--- src/rtl/periph_guard_pkg.sv ---
`timescale 1ns/1ps
package periph_guard_pkg;
  localparam int unsigned NCMP = 3;

  typedef enum logic [1:0] {
    VERD_PASS = 2'd0,
    VERD_SEC  = 2'd1,
    VERD_PRIV = 2'd2
  } verdict_e;

  typedef enum logic [1:0] {
    DP_NONE   = 2'd0,
    DP_PERIPH = 2'd1,
    DP_CFG    = 2'd2,
    DP_ZERO   = 2'd3
  } dphase_e;
endpackage

--- src/rtl/periph_guard_regs.sv ---
`timescale 1ns/1ps
module periph_guard_regs
  import periph_guard_pkg::*;
#(
  parameter int unsigned NPERIPH = 7,
  parameter int unsigned NMST    = 4,
  parameter int unsigned NPIN    = 8,
  parameter int unsigned AW      = 16,
  parameter int unsigned DW      = 32,
  parameter logic [NPERIPH-1:0] SEC_ONLY = 7'b0000011
) (
  input  logic               clk,
  input  logic               rst_n,
  input  logic               cfg_we,
  input  logic [5:0]         cfg_word,
  input  logic [DW-1:0]      cfg_wdata,
  input  logic               watch_we,
  input  logic [AW-1:0]      watch_addr,
  input  logic [DW-1:0]      watch_data,
  output logic [NPERIPH-1:0] sec_ns,
  output logic [NPERIPH-1:0] priv_open,
  output logic [NMST-1:0]    mst_ns,
  output logic [NPIN-1:0]    pin_ns,
  output logic [NCMP-1:0]    cmp_flag,
  output logic [DW-1:0]      cfg_rdata
);
  localparam logic [5:0] W_SEC  = 6'd0;
  localparam logic [5:0] W_PRIV = 6'd1;
  localparam logic [5:0] W_MST  = 6'd2;
  localparam logic [5:0] W_PIN  = 6'd3;
  localparam logic [5:0] W_CMP0 = 6'd4;
  localparam logic [5:0] W_FLAG = 6'd10;
  localparam logic [NPERIPH-1:0] OPEN_MASK = ~SEC_ONLY;

  always_ff @(posedge clk or negedge rst_n) begin
    if (!rst_n) begin
      sec_ns    <= '0;
      priv_open <= '0;
      mst_ns    <= '0;
      pin_ns    <= '0;
    end else if (cfg_we) begin
      case (cfg_word)
        W_SEC:   sec_ns    <= cfg_wdata[NPERIPH-1:0] & OPEN_MASK;
        W_PRIV:  priv_open <= cfg_wdata[NPERIPH-1:0] & OPEN_MASK;
        W_MST:   mst_ns    <= cfg_wdata[NMST-1:0];
        W_PIN:   pin_ns    <= cfg_wdata[NPIN-1:0];
        default: ;
      endcase
    end
  end

  logic [AW-1:0] cmp_addr [NCMP];
  logic [DW-1:0] cmp_data [NCMP];

  for (genvar k = 0; k < NCMP; k++) begin : g_cmp
    localparam logic [5:0] WA = 6'(W_CMP0 + 2 * k);
    localparam logic [5:0] WD = 6'(W_CMP0 + 2 * k + 1);
    logic [AW-1:0] addr_q;
    logic [DW-1:0] data_q;
    logic          armed_q;
    logic          flag_q;

    always_ff @(posedge clk or negedge rst_n) begin
      if (!rst_n) begin
        addr_q  <= '0;
        data_q  <= '0;
        armed_q <= 1'b0;
        flag_q  <= 1'b0;
      end else begin
        if (cfg_we && cfg_word == WA) begin
          addr_q  <= cfg_wdata[AW-1:0];
          armed_q <= 1'b1;
        end
        if (cfg_we && cfg_word == WD) data_q <= cfg_wdata;
        if (armed_q && watch_we && watch_addr == addr_q && watch_data != data_q)
          flag_q <= 1'b1;
      end
    end

    assign cmp_addr[k] = addr_q;
    assign cmp_data[k] = data_q;
    assign cmp_flag[k] = flag_q;
  end

  always_comb begin
    cfg_rdata = '0;
    case (cfg_word)
      W_SEC:  cfg_rdata[NPERIPH-1:0] = sec_ns;
      W_PRIV: cfg_rdata[NPERIPH-1:0] = priv_open;
      W_MST:  cfg_rdata[NMST-1:0]    = mst_ns;
      W_PIN:  cfg_rdata[NPIN-1:0]    = pin_ns;
      W_FLAG: cfg_rdata[NCMP-1:0]    = cmp_flag;
      default: begin
        for (int k = 0; k < NCMP; k++) begin
          if (cfg_word == 6'(W_CMP0 + 2 * k))     cfg_rdata[AW-1:0] = cmp_addr[k];
          if (cfg_word == 6'(W_CMP0 + 2 * k + 1)) cfg_rdata         = cmp_data[k];
        end
      end
    endcase
  end
endmodule

--- src/rtl/periph_guard_check.sv ---
`timescale 1ns/1ps
module periph_guard_check
  import periph_guard_pkg::*;
#(
  parameter int unsigned NPERIPH = 7,
  parameter int unsigned SB      = 3,
  parameter logic [NPERIPH-1:0] SEC_ONLY = 7'b0000011
) (
  input  logic [SB-1:0]      slot,
  input  logic               ns,
  input  logic               priv,
  input  logic [NPERIPH-1:0] sec_ns,
  input  logic [NPERIPH-1:0] priv_open,
  output verdict_e           verdict,
  output logic               is_cfg
);
  localparam int unsigned NSLOT = 1 << SB;

  logic [NSLOT-1:0] sec_pad;
  logic [NSLOT-1:0] open_pad;
  logic             sec_ok;
  logic             priv_ok;

  assign sec_pad  = NSLOT'(sec_ns);
  assign open_pad = NSLOT'(priv_open | SEC_ONLY);

  always_comb begin
    is_cfg = (slot == SB'(NPERIPH));
    if (slot < SB'(NPERIPH)) begin
      sec_ok  = !ns || sec_pad[slot];
      priv_ok = priv || open_pad[slot];
    end else if (is_cfg) begin
      sec_ok  = !ns;
      priv_ok = priv;
    end else begin
      sec_ok  = 1'b0;
      priv_ok = 1'b1;
    end
    if (!sec_ok)       verdict = VERD_SEC;
    else if (!priv_ok) verdict = VERD_PRIV;
    else               verdict = VERD_PASS;
  end
endmodule

--- src/rtl/periph_guard_resp.sv ---
`timescale 1ns/1ps
module periph_guard_resp
  import periph_guard_pkg::*;
#(
  parameter int unsigned DW = 32
) (
  input  logic          clk,
  input  logic          rst_n,
  input  logic          acc,
  input  verdict_e      verdict,
  input  logic          is_cfg,
  input  logic [DW-1:0] rmask_in,
  input  logic [DW-1:0] cfg_rdata_in,
  input  logic [DW-1:0] periph_rdata,
  output logic          req_ready,
  output logic          rsp_valid,
  output logic          rsp_err,
  output logic [DW-1:0] rsp_rdata
);
  logic          err1_q;
  logic          err2_q;
  dphase_e       dp_q;
  logic [DW-1:0] rmask_q;
  logic [DW-1:0] cfgd_q;

  always_ff @(posedge clk or negedge rst_n) begin
    if (!rst_n) begin
      err1_q  <= 1'b0;
      err2_q  <= 1'b0;
      dp_q    <= DP_NONE;
      rmask_q <= '0;
      cfgd_q  <= '0;
    end else begin
      err1_q <= acc && (verdict == VERD_SEC);
      err2_q <= err1_q;
      if (!acc)                     dp_q <= DP_NONE;
      else if (verdict == VERD_PASS) dp_q <= is_cfg ? DP_CFG : DP_PERIPH;
      else if (verdict == VERD_PRIV) dp_q <= DP_ZERO;
      else                           dp_q <= DP_NONE;
      if (acc) begin
        rmask_q <= rmask_in;
        cfgd_q  <= cfg_rdata_in;
      end
    end
  end

  assign req_ready = !err1_q;
  assign rsp_valid = err2_q || (dp_q != DP_NONE);
  assign rsp_err   = err1_q || err2_q;

  always_comb begin
    case (dp_q)
      DP_PERIPH: rsp_rdata = periph_rdata & rmask_q;
      DP_CFG:    rsp_rdata = cfgd_q;
      default:   rsp_rdata = '0;
    endcase
  end
endmodule

--- src/rtl/periph_guard.sv ---
`timescale 1ns/1ps
module periph_guard
  import periph_guard_pkg::*;
#(
  parameter int unsigned NPERIPH   = 7,
  parameter int unsigned NMST      = 4,
  parameter int unsigned NPIN      = 8,
  parameter int unsigned AW        = 16,
  parameter int unsigned DW        = 32,
  parameter int unsigned GPIO_SLOT = 2,
  parameter logic [NPERIPH-1:0] SEC_ONLY = 7'b0000011,
  localparam int unsigned SB = $clog2(NPERIPH + 1),
  localparam int unsigned MW = $clog2(NMST)
) (
  input  logic               clk,
  input  logic               rst_n,
  input  logic               req_valid,
  output logic               req_ready,
  input  logic [AW-1:0]      req_addr,
  input  logic               req_write,
  input  logic [DW-1:0]      req_wdata,
  input  logic               req_nonsec,
  input  logic               req_priv,
  input  logic               req_sec_aware,
  input  logic [MW-1:0]      req_master,
  output logic [NPERIPH-1:0] periph_sel,
  output logic [AW-SB-1:0]   periph_addr,
  output logic               periph_write,
  output logic [DW-1:0]      periph_wdata,
  output logic [DW-1:0]      periph_wmask,
  input  logic [DW-1:0]      periph_rdata,
  output logic               rsp_valid,
  output logic               rsp_err,
  output logic [DW-1:0]      rsp_rdata
);
  logic [NPERIPH-1:0] sec_ns;
  logic [NPERIPH-1:0] priv_open;
  logic [NMST-1:0]    mst_ns;
  logic [NPIN-1:0]    pin_ns;
  logic [NCMP-1:0]    cmp_flag;
  logic [DW-1:0]      cfg_rdata;
  logic [SB-1:0]      slot;
  logic               eff_ns;
  logic               acc;
  logic               is_cfg;
  logic [DW-1:0]      pin_mask;
  verdict_e           verdict;

  assign acc    = req_valid && req_ready;
  assign slot   = req_addr[AW-1 -: SB];
  assign eff_ns = req_sec_aware ? req_nonsec : mst_ns[req_master];

  always_comb begin
    pin_mask = '1;
    if (eff_ns && slot == SB'(GPIO_SLOT)) pin_mask[NPIN-1:0] = pin_ns;
  end

  periph_guard_regs #(
    .NPERIPH(NPERIPH), .NMST(NMST), .NPIN(NPIN), .AW(AW), .DW(DW), .SEC_ONLY(SEC_ONLY)
  ) u_regs (
    .clk       (clk),
    .rst_n     (rst_n),
    .cfg_we    (acc && is_cfg && verdict == VERD_PASS && req_write),
    .cfg_word  (req_addr[7:2]),
    .cfg_wdata (req_wdata),
    .watch_we  (acc && req_write),
    .watch_addr(req_addr),
    .watch_data(req_wdata),
    .sec_ns    (sec_ns),
    .priv_open (priv_open),
    .mst_ns    (mst_ns),
    .pin_ns    (pin_ns),
    .cmp_flag  (cmp_flag),
    .cfg_rdata (cfg_rdata)
  );

  periph_guard_check #(
    .NPERIPH(NPERIPH), .SB(SB), .SEC_ONLY(SEC_ONLY)
  ) u_check (
    .slot     (slot),
    .ns       (eff_ns),
    .priv     (req_priv),
    .sec_ns   (sec_ns),
    .priv_open(priv_open),
    .verdict  (verdict),
    .is_cfg   (is_cfg)
  );

  periph_guard_resp #(.DW(DW)) u_resp (
    .clk         (clk),
    .rst_n       (rst_n),
    .acc         (acc),
    .verdict     (verdict),
    .is_cfg      (is_cfg),
    .rmask_in    (pin_mask),
    .cfg_rdata_in(cfg_rdata),
    .periph_rdata(periph_rdata),
    .req_ready   (req_ready),
    .rsp_valid   (rsp_valid),
    .rsp_err     (rsp_err),
    .rsp_rdata   (rsp_rdata)
  );

  for (genvar i = 0; i < NPERIPH; i++) begin : g_sel
    assign periph_sel[i] = acc && (verdict == VERD_PASS) && (slot == SB'(i));
  end

  assign periph_addr  = req_addr[AW-SB-1:0];
  assign periph_write = req_write;
  assign periph_wdata = req_wdata;
  assign periph_wmask = pin_mask;
endmodule

--- config.mk ---
export PLATFORM = sky130hd
export DESIGN_NAME = periph_guard
export DESIGN_NICKNAME = d
export VERILOG_FILES = /design/src/rtl/periph_guard_pkg.sv /design/src/rtl/periph_guard_regs.sv /design/src/rtl/periph_guard_check.sv /design/src/rtl/periph_guard_resp.sv /design/src/rtl/periph_guard.sv
export SDC_FILE = /design/constraint.sdc
export NUM_CORES = 1
export LEC_CHECK = 0
export BUFFER_PORTS_ARGS = -buffer_cell sky130_fd_sc_hd__buf_4
export CAP_MARGIN = 20
export CELL_PAD_IN_SITES_DETAIL_PLACEMENT = 0
export CELL_PAD_IN_SITES_GLOBAL_PLACEMENT = 1
export CORE_ASPECT_RATIO = 0.5
export CORE_MARGIN = 2
export CORE_UTILIZATION = 50
export CTS_CLUSTER_DIAMETER = 30
export DETAILED_ROUTE_END_ITERATION = 16
export HOLD_SLACK_MARGIN = 0.1
export PLACE_DENSITY = 0.93
export SYNTH_ARGS = -nofsm -noshare
export SYNTH_HDL_FRONTEND = slang
export SYNTH_HIERARCHICAL = 1
export SYNTH_SLANG_ARGS = --single-unit
export TNS_END_PERCENT = 5
--- constraint.sdc ---
create_clock -name clk -period 4.5 [get_ports clk]
set_input_delay 0.675 -clock clk [delete_from_list [all_inputs] [get_ports clk]]
set_output_delay 0.675 -clock clk [all_outputs]
set_load 0.01 [all_outputs]
==> results of run 1 <==
[sequential cells by signal, indices dropped and copies added (netlist names), 4 cells and up]
signal / flops
u_resp/cfgd_q: 32
u_regs/g_cmp.data_q: 96
u_regs/priv_open: 5
u_regs/mst_ns: 4
u_regs/pin_ns: 8
u_regs/sec_ns: 5
u_resp/rmask_q: 32
u_regs/g_cmp.addr_q: 48
[critical path: stages]
cell and delay, ns:
buf_4 0.23, mux4_2 0.52, nor2b_1 0.15, a211oi_2 0.30
a211oi_1 0.13, nor2_1 0.18, nand3b_1 0.17, nor3_1 0.19
buf_4 0.17
[power groups by stage]
stage / logic (mW) / registers, mW / clock network [mW]
global route: 0.614 / 2.25 / 3.21
CTS: 0.566 / 2.25 / 3.10
detailed placement: 0.562 / 2.28 / 0
global placement: 0.552 / 2.28 / 0
finish: 0.570 / 2.25 / 3.07
floorplan: 0.334 / 2.27 / 0
[per-stage QoR]
stage | utilization (%) | area [sq um] | hold slack, ns | setup WS (ns)
floorplan | - | 13500 | 0.3663 | 1.374
global placement | 55.43 | 14590 | 0.4141 | 0.8653
detailed placement | 55.43 | 14590 | 0.4144 | 0.7760
CTS | 60.56 | 15940 | 0.3325 | 1.102
global route | 60.66 | 15970 | 0.3568 | 0.9324
finish | 60.66 | 15970 | 0.2628 | 1.088
[how the worst min path moves through the flow]
| stage | end | depth (start not counted) | from |
|---|---|---|---|
| 2_1_floorplan | u_resp/err2_q | 0 | u_resp/err1_q |
| 3_3_place_gp | u_resp/err2_q | 0 | u_resp/err1_q |
| 3_5_place_dp | u_resp/err2_q | 0 | u_resp/err1_q |
| 4_1_cts | u_regs/g_cmp[0].addr_q[3] | 1 | rst_n |
| 5_1_grt | u_regs/g_cmp[1].data_q[12] | 1 | rst_n |
| 6_report | u_regs/g_cmp[0].addr_q[12] | 1 | rst_n |
[routing by layer]
metal | part of all wire, % | global-route usage (%) | vias up
met1 | 43 | 39.69 | 4887
met3 | 10 | 7.696 | 62
met2 | 44 | 40.02 | 532
li1 | - | - | 4197
met4 | 2.2 | 6.685 | 0
met5 | 0 | 0 | -
[cell type report]
cell class              instances  area share [%]
flip-flops and latches        240           37.61
clock inverters                18           1.504
well taps                     352           2.758
repair buffers                196           9.464
inverters                       5          0.1175
clock buffers                  50           6.949
multi-input cells             790           41.60
==> flow_results.org, run 1 <==
** Global route
- Overall routing resource usage :: 27.22%
- Maximum number of pins on one net before global-route repair :: 134
- Total congestion overflow :: 0
- Initial antenna violation count :: 0
- The via count of the first global-routing pass came to 9507.
- The first global-routing pass estimated 58.31 mm of wire.

** Clock network
- CTS root buffer :: clkbuf_16
- Quantity of gates resized following cts :: 0
- Number of buffers on the longest clock path :: 3
- TritonCTS built the clock tree.
- CTS buffer count :: 38
- The H-tree generated during clock tree synthesis spans 2 levels.
- Post-cts hold buffer count :: 0
- Clock tree synthesis found a total of 240 sinks.
- Once the clock tree was built, the setup fixing pass inserted 0 buffers.
- Clk slew on worst S/H paths :: 0.06 ns
- Clock latency at the later pin of the worst-skew pair :: 0.51 ns

** Placement
- Input and output buffers added on the ports amount to 184.
- Cell count after placement :: 1582
- Final Wtd Congestion :: 0.9443
- The wire-length estimate of the detail-placed layout is 27.09 mm.

** Power and ir drop
- In this run switching power makes up 23.82% of total power.
- Pint :: 4.484 mW
- Part of the total power dissipated in combinational logic :: 9.7%
- Switching power :: 1.402 mW
- Part of the power in the clock network :: 52.1%
- Part of the total power dissipated in sequential elements :: 38.2%
- VDD IR-drop max :: 0.0002100 V
- Overall power consumption after layout is estimated at 5.886 mW.
- P_leak :: 7.582 nW
- In this run the power density over the cells is 368.5 nW/um^2.

** Worst setup path
- Reg-to-reg critical path startpoint :: u_regs/sec_ns[3]
- End of the worst register-to-register path :: u_regs/g_cmp[1].addr_q[14]
- Worst setup path startpoint :: req_addr[13]
- Of all nets on the critical path, the largest fanout is 16.
- Flop-to-flop setup slack :: 1.22 ns
- For the worst setup path, the data arrival time is 2.74 ns.
- The most critical setup path has its endpoint at periph_sel[0].
- Number of cell instances on the worst register-to-register path :: 8
- The worst setup path is captured at an output port.
- Type of the worst setup path :: primary input to output port
- STA classifies the critical path startpoint as a primary input.
- Critical path required time :: 3.83 ns

** Layout
- FF/Latch Area :: 6006 sq um
- Fill cell total of the finished layout :: 2010
- Leaving out fill and tap cells, the most frequent cell in the layout is dfrtp_1.
- Total area of multi-input combinational cells :: 6644 sq um
- The library cells used most frequently in the layout, excluding fill and tap cells, are dfrtp_1, buf_4, mux2_2.
- Fraction of layout cells with a size suffix above 1 :: 40.42%
- Non-filler instance count after layout :: 1651
- Area Overhead vs Synth :: 19.86%
- Final Net Count :: 1363
- Antenna diodes :: 0

** STA
- Final setup skew :: 0.02246 ns
- Setup repair after global routing missed its margin :: false
- Based on the critical path, the design can be clocked at up to 293.1 MHz.
- Setup TNS :: 0 ns
- The worst path uses 75.82% of the clock period.
- Clock period minus final worst setup slack :: 3.412 ns
- Final number of setup-violating endpoints :: 0
- Max Transition Viols Final :: 0
- At the pin with the least slew margin, the transition time is 1.051 ns.
- Slew HR :: 29.92%
- The final number of hold-violating endpoints came to 0.

** Route
- In the routed design, unresolved DRC markers number 0.
- Via count :: 9678
- Before antenna repair, the detailed router went through 8 iterations.
- First DRT Iteration DRCs :: 1100
- Once detail routing completed, the nets flagged for antenna violations numbered 0.
- In the final routed layout, each cell accounts on average for 23.16 microns.
- Total wirelength of the detailed-routed design :: 38.23 mm
- In the routed layout, each cell is associated on average with a via count of 5.862.

** Status
- The flow ran to the end, and the final reports show no timing, DRC or antenna violations.

** Min path
- Hold crit path type :: primary input to async pin

** Floorplan
- Number of placed I/O pins :: 209
- Placeable core region :: 26330 sq um
- The die is 234.9 microns wide.
- For this configuration, the core starts out at a cell density of 50.61%.
- Total die area :: 28050 sq um
- Placement Rows :: 42
- The die is 119.4 microns tall.

** Synthesis
- Syn avg cell area :: 11.95 sq um
- Number of synthesis warnings :: 6
- Synthesis handed over a netlist of 1115 instances.
- Netlist area before placement :: 13320 sq um

** Run
- Max Cap Violations :: 0
(Power assumes the default switching activity.)
==> run 2: changes to the inputs <==
--- a/config.mk
+++ b/config.mk
@@ -11,11 +11,11 @@
 export CELL_PAD_IN_SITES_GLOBAL_PLACEMENT = 1
 export CORE_ASPECT_RATIO = 0.5
 export CORE_MARGIN = 2
-export CORE_UTILIZATION = 50
+export CORE_UTILIZATION = 42
 export CTS_CLUSTER_DIAMETER = 30
 export DETAILED_ROUTE_END_ITERATION = 16
 export HOLD_SLACK_MARGIN = 0.1
-export PLACE_DENSITY = 0.93
+export PLACE_DENSITY = 0.84
 export SYNTH_ARGS = -nofsm -noshare
 export SYNTH_HDL_FRONTEND = slang
 export SYNTH_HIERARCHICAL = 1
==> constraint.sdc (replaced) <==
create_clock -name clk -period 2.8 [get_ports clk]
set_input_delay 0.42 -clock clk [delete_from_list [all_inputs] [get_ports clk]]
set_output_delay 0.42 -clock clk [all_outputs]
set_load 0.01 [all_outputs]
==> run 2 against run 1 <==
Effect of this change: the flow now finishes with violations (negative setup slack); sequential share of layout area down 1.1 points; hold slack got worse by 0.059 ns; sequential power increased by 60%; setup slack lost 1.3 ns; total power rose by 64%; critical path depth up 1; register-to-register slack worse by 1.1 ns; die area grew 19%.
==> flow_results.org, run 2 (synthesis results as in run 1) <==
** Floorplan
- In this run the vertical extent of the chip is 129.9 microns.
- In this run the count of I/O pins placed on the die edge is 209.
- The initialized floorplan defines 46 standard-cell rows.
- Die X :: 255.9 microns
- The core region is 31430 sq um.
- Starting density of the core :: 42.40%
- Total die area :: 33250 sq um

** STA
- Final Hold Vio Count :: 0
- Final number of setup-violating endpoints :: 7
- Upper clock frequency limit :: 327.9 MHz
- Slew HR :: 56.26%
- Setup repair after global routing could not meet its margin everywhere.
- On the final layout, the worst clock skew is 0.01376 ns.
- The number of max-slew violations in the final report is 0.
- After layout, the worst setup slack is -0.2495 ns.
- After layout, the minimum clock period comes to 3.049 ns.
- In the final timing run, aggregate negative setup slack is -1.122 ns.
- Share of the clock period used by the worst path :: 108.9%
- Slew at the pin with the worst max-slew slack :: 0.6562 ns

** Global route
- The first global-routing pass estimated 59.69 mm of wire.
- The via count of the first global-routing pass is 9747.
- Initial antenna violation count :: 2
- Global routing used 23.92% of the available tracks.
- Entering global routing, the biggest net connects 77 pins.
- Total congestion overflow :: 0

** Min path
- The min-delay analysis places its worst path in the category primary input to flip-flop.

** Worst setup path
- Crit end category :: output port
- The worst setup path is of the flip-flop to output port kind.
- For the worst setup path, the data required time is 2.38 ns.
- Of all nets on the critical path, the largest fanout is 3.
- Flop-to-flop setup slack :: 0.11 ns
- Arrival time of data at the critical path endpoint :: 2.63 ns
- Startpoint class of the critical path :: flip-flop

** Status
- Status :: complete, but fails checks
- Failing checks :: negative setup slack

** Clock network
- CTS buffer count :: 39
- CTS root buffer :: clkbuf_16
- TritonCTS built the clock tree.
- The later pin in the worst-skew pair is clocked with a latency of 0.53 ns.
- CTS built an H-tree with a depth of 2.
- In this run the deepest clock path goes through 3 buffers.
- For this design, the sink count on the clock tree is 240.
- Clk slew on worst S/H paths :: 0.06 ns
- The number of setup buffers added after CTS is 0.

** Route
- Dividing the detail-routed wire length by the instance count gives 22.72 microns.
- Met3 wirelength from detailed routing :: 3.265 mm
- DR DRC count :: 0
- First drt pass iteration count :: 5
- Antenna-violating nets left :: 0
- In the routed layout, each cell is associated on average with a via count of 5.478.
- After the first detailed-routing iteration, the DRC count stood at 888.
- After detailed routing, the met2 layer carries 17.95 mm of wire.
- Via count :: 9669
- Top routing layer in use :: met4
- Total routed wire length on the met1 layer :: 17.77 mm
- Wires add up to 40.11 mm.

** Power and ir drop
- Cell internal power was estimated by the tool at 7.314 mW.
- Switching power :: 2.364 mW
- Part of the total power dissipated in combinational logic :: 9.9%
- Switching power as a share of total power :: 24.42%
- VDD sags by at most 0.0004490 V.
- Part of the total power dissipated in sequential elements :: 37.3%
- The analysis attributes to cell leakage a power of 7.802 nW.
- Part of the power in the clock network :: 52.7%
- Cell area power density :: 587.9 nW/um^2

** Layout
- Relative to the synthesized area, the layout overhead comes to 23.55%.
- The library cells used most frequently in the layout, excluding fill and tap cells, are dfrtp_1, buf_4, mux2_2.
- Fraction of layout cells with a size suffix above 1 :: 42.27%
- Commonest non-fill, non-tap cell in the layout :: dfrtp_1
- The register with the most flip-flops in the layout has 96 of them.
- Most flops, register :: u_regs/g_cmp.data_q
- In the final layout, the registers with the most flip-flops are u_regs/g_cmp.data_q x96, u_regs/g_cmp.addr_q x48.
- Final Net Count :: 1397
- Total area of multi-input combinational cells :: 6669 sq um
- Fill cell total of the finished layout :: 2686
- FF/Latch Area :: 6006 sq um

** Placement
- Timing analysis after detailed placement gives a worst setup slack of -0.1226 ns.
- The congestion estimate from routability-driven global placement came to 0.9416.
- After legalization and detailed placement, the total HPWL measured 29.37 mm.
- Number of port buffers :: 184

** Run
- Max-cap violations in this run came to 0.
## run 2: path summary, 6_finish.rpt
| kind | cells after the start | endpoint | startpoint |
|---|---|---|---|
| max | 10 | periph_sel[3] | u_regs/sec_ns[3] |
| min | 2 | u_regs/g_cmp[2].data_q[28] | req_wdata[28] |
| max reg2reg | 9 | u_regs/sec_ns[6] | u_regs/sec_ns[3] |
| min reg2reg | 0 | u_resp/err2_q | u_resp/err1_q |
| max in group asynchronous | 3 | u_regs/g_cmp[2].data_q[5] | rst_n |
| min in group asynchronous | 2 | u_regs/g_cmp[0].addr_q[7] | rst_n |
## run 2: power groups by stage
stage,logic [mW],registers [mW],clock network [mW]
after global placement,0.937,3.67,0
after CTS,0.962,3.61,5.17
after global routing,1.03,3.62,5.34
after floorplan,0.538,3.65,0
final,0.962,3.61,5.10
after detailed placement,0.955,3.67,0
## run 2: worst max-delay path, cell delays in order (launching register included)
cell,delay [ns]
dfrtp_1,0.39
mux4_2,0.48
nor2b_4,0.14
a211oi_2,0.22
a211oi_2,0.06
nor2_1,0.13
buf_4,0.15
nand3b_1,0.12
buf_4,0.18
nor2_1,0.09
buf_4,0.13
## run 2: per-layer routing
metal  track usage (%)  up-vias
met2             36.97      394
met5                 0        -
li1                  -     4264
met3             5.905       71
met1             33.21     4940
met4             8.084        0
## run 2: per-stage QoR
stage | hold slack, ns | instances | instance area (sq um) | power [mW] | util (%)
6_report | 0.2040 | 1765 | 16460 | 9.678 | 52.38
5_1_grt | 0.1924 | 1765 | 16460 | 9.994 | 52.38
4_1_cts | 0.1840 | 1764 | 16460 | 9.748 | 52.36
3_5_place_dp | 0.4443 | 1695 | 15040 | 4.626 | 47.85
3_3_place_gp | 0.4309 | 1695 | 15040 | 4.603 | 47.85
2_1_floorplan | 0.1244 | 1163 | 13520 | 4.188 | -
## run 2: timing repair
action / 4_1_cts / 5_1_grt
endpoints found under the hold margin: 71 / 0
pin swaps: 3 / 0
resized for setup: 3 / 1
hold buffers: 1 / 0
endpoints found under the setup margin: 7 / 7
## run 2: layout make-up
| cell class | instances | area share, % |
|---|---|---|
| Multi-Input combinational cell | 790 | 40.51 |
| Sequential cell | 240 | 36.48 |
| Timing Repair Buffer | 229 | 11.11 |
| Clock buffer | 46 | 6.590 |
| Tap cell | 432 | 3.283 |
| Clock inverter | 22 | 1.893 |
| Inverter | 5 | 0.1140 |
| Antenna cell | 1 | 0.01520 |
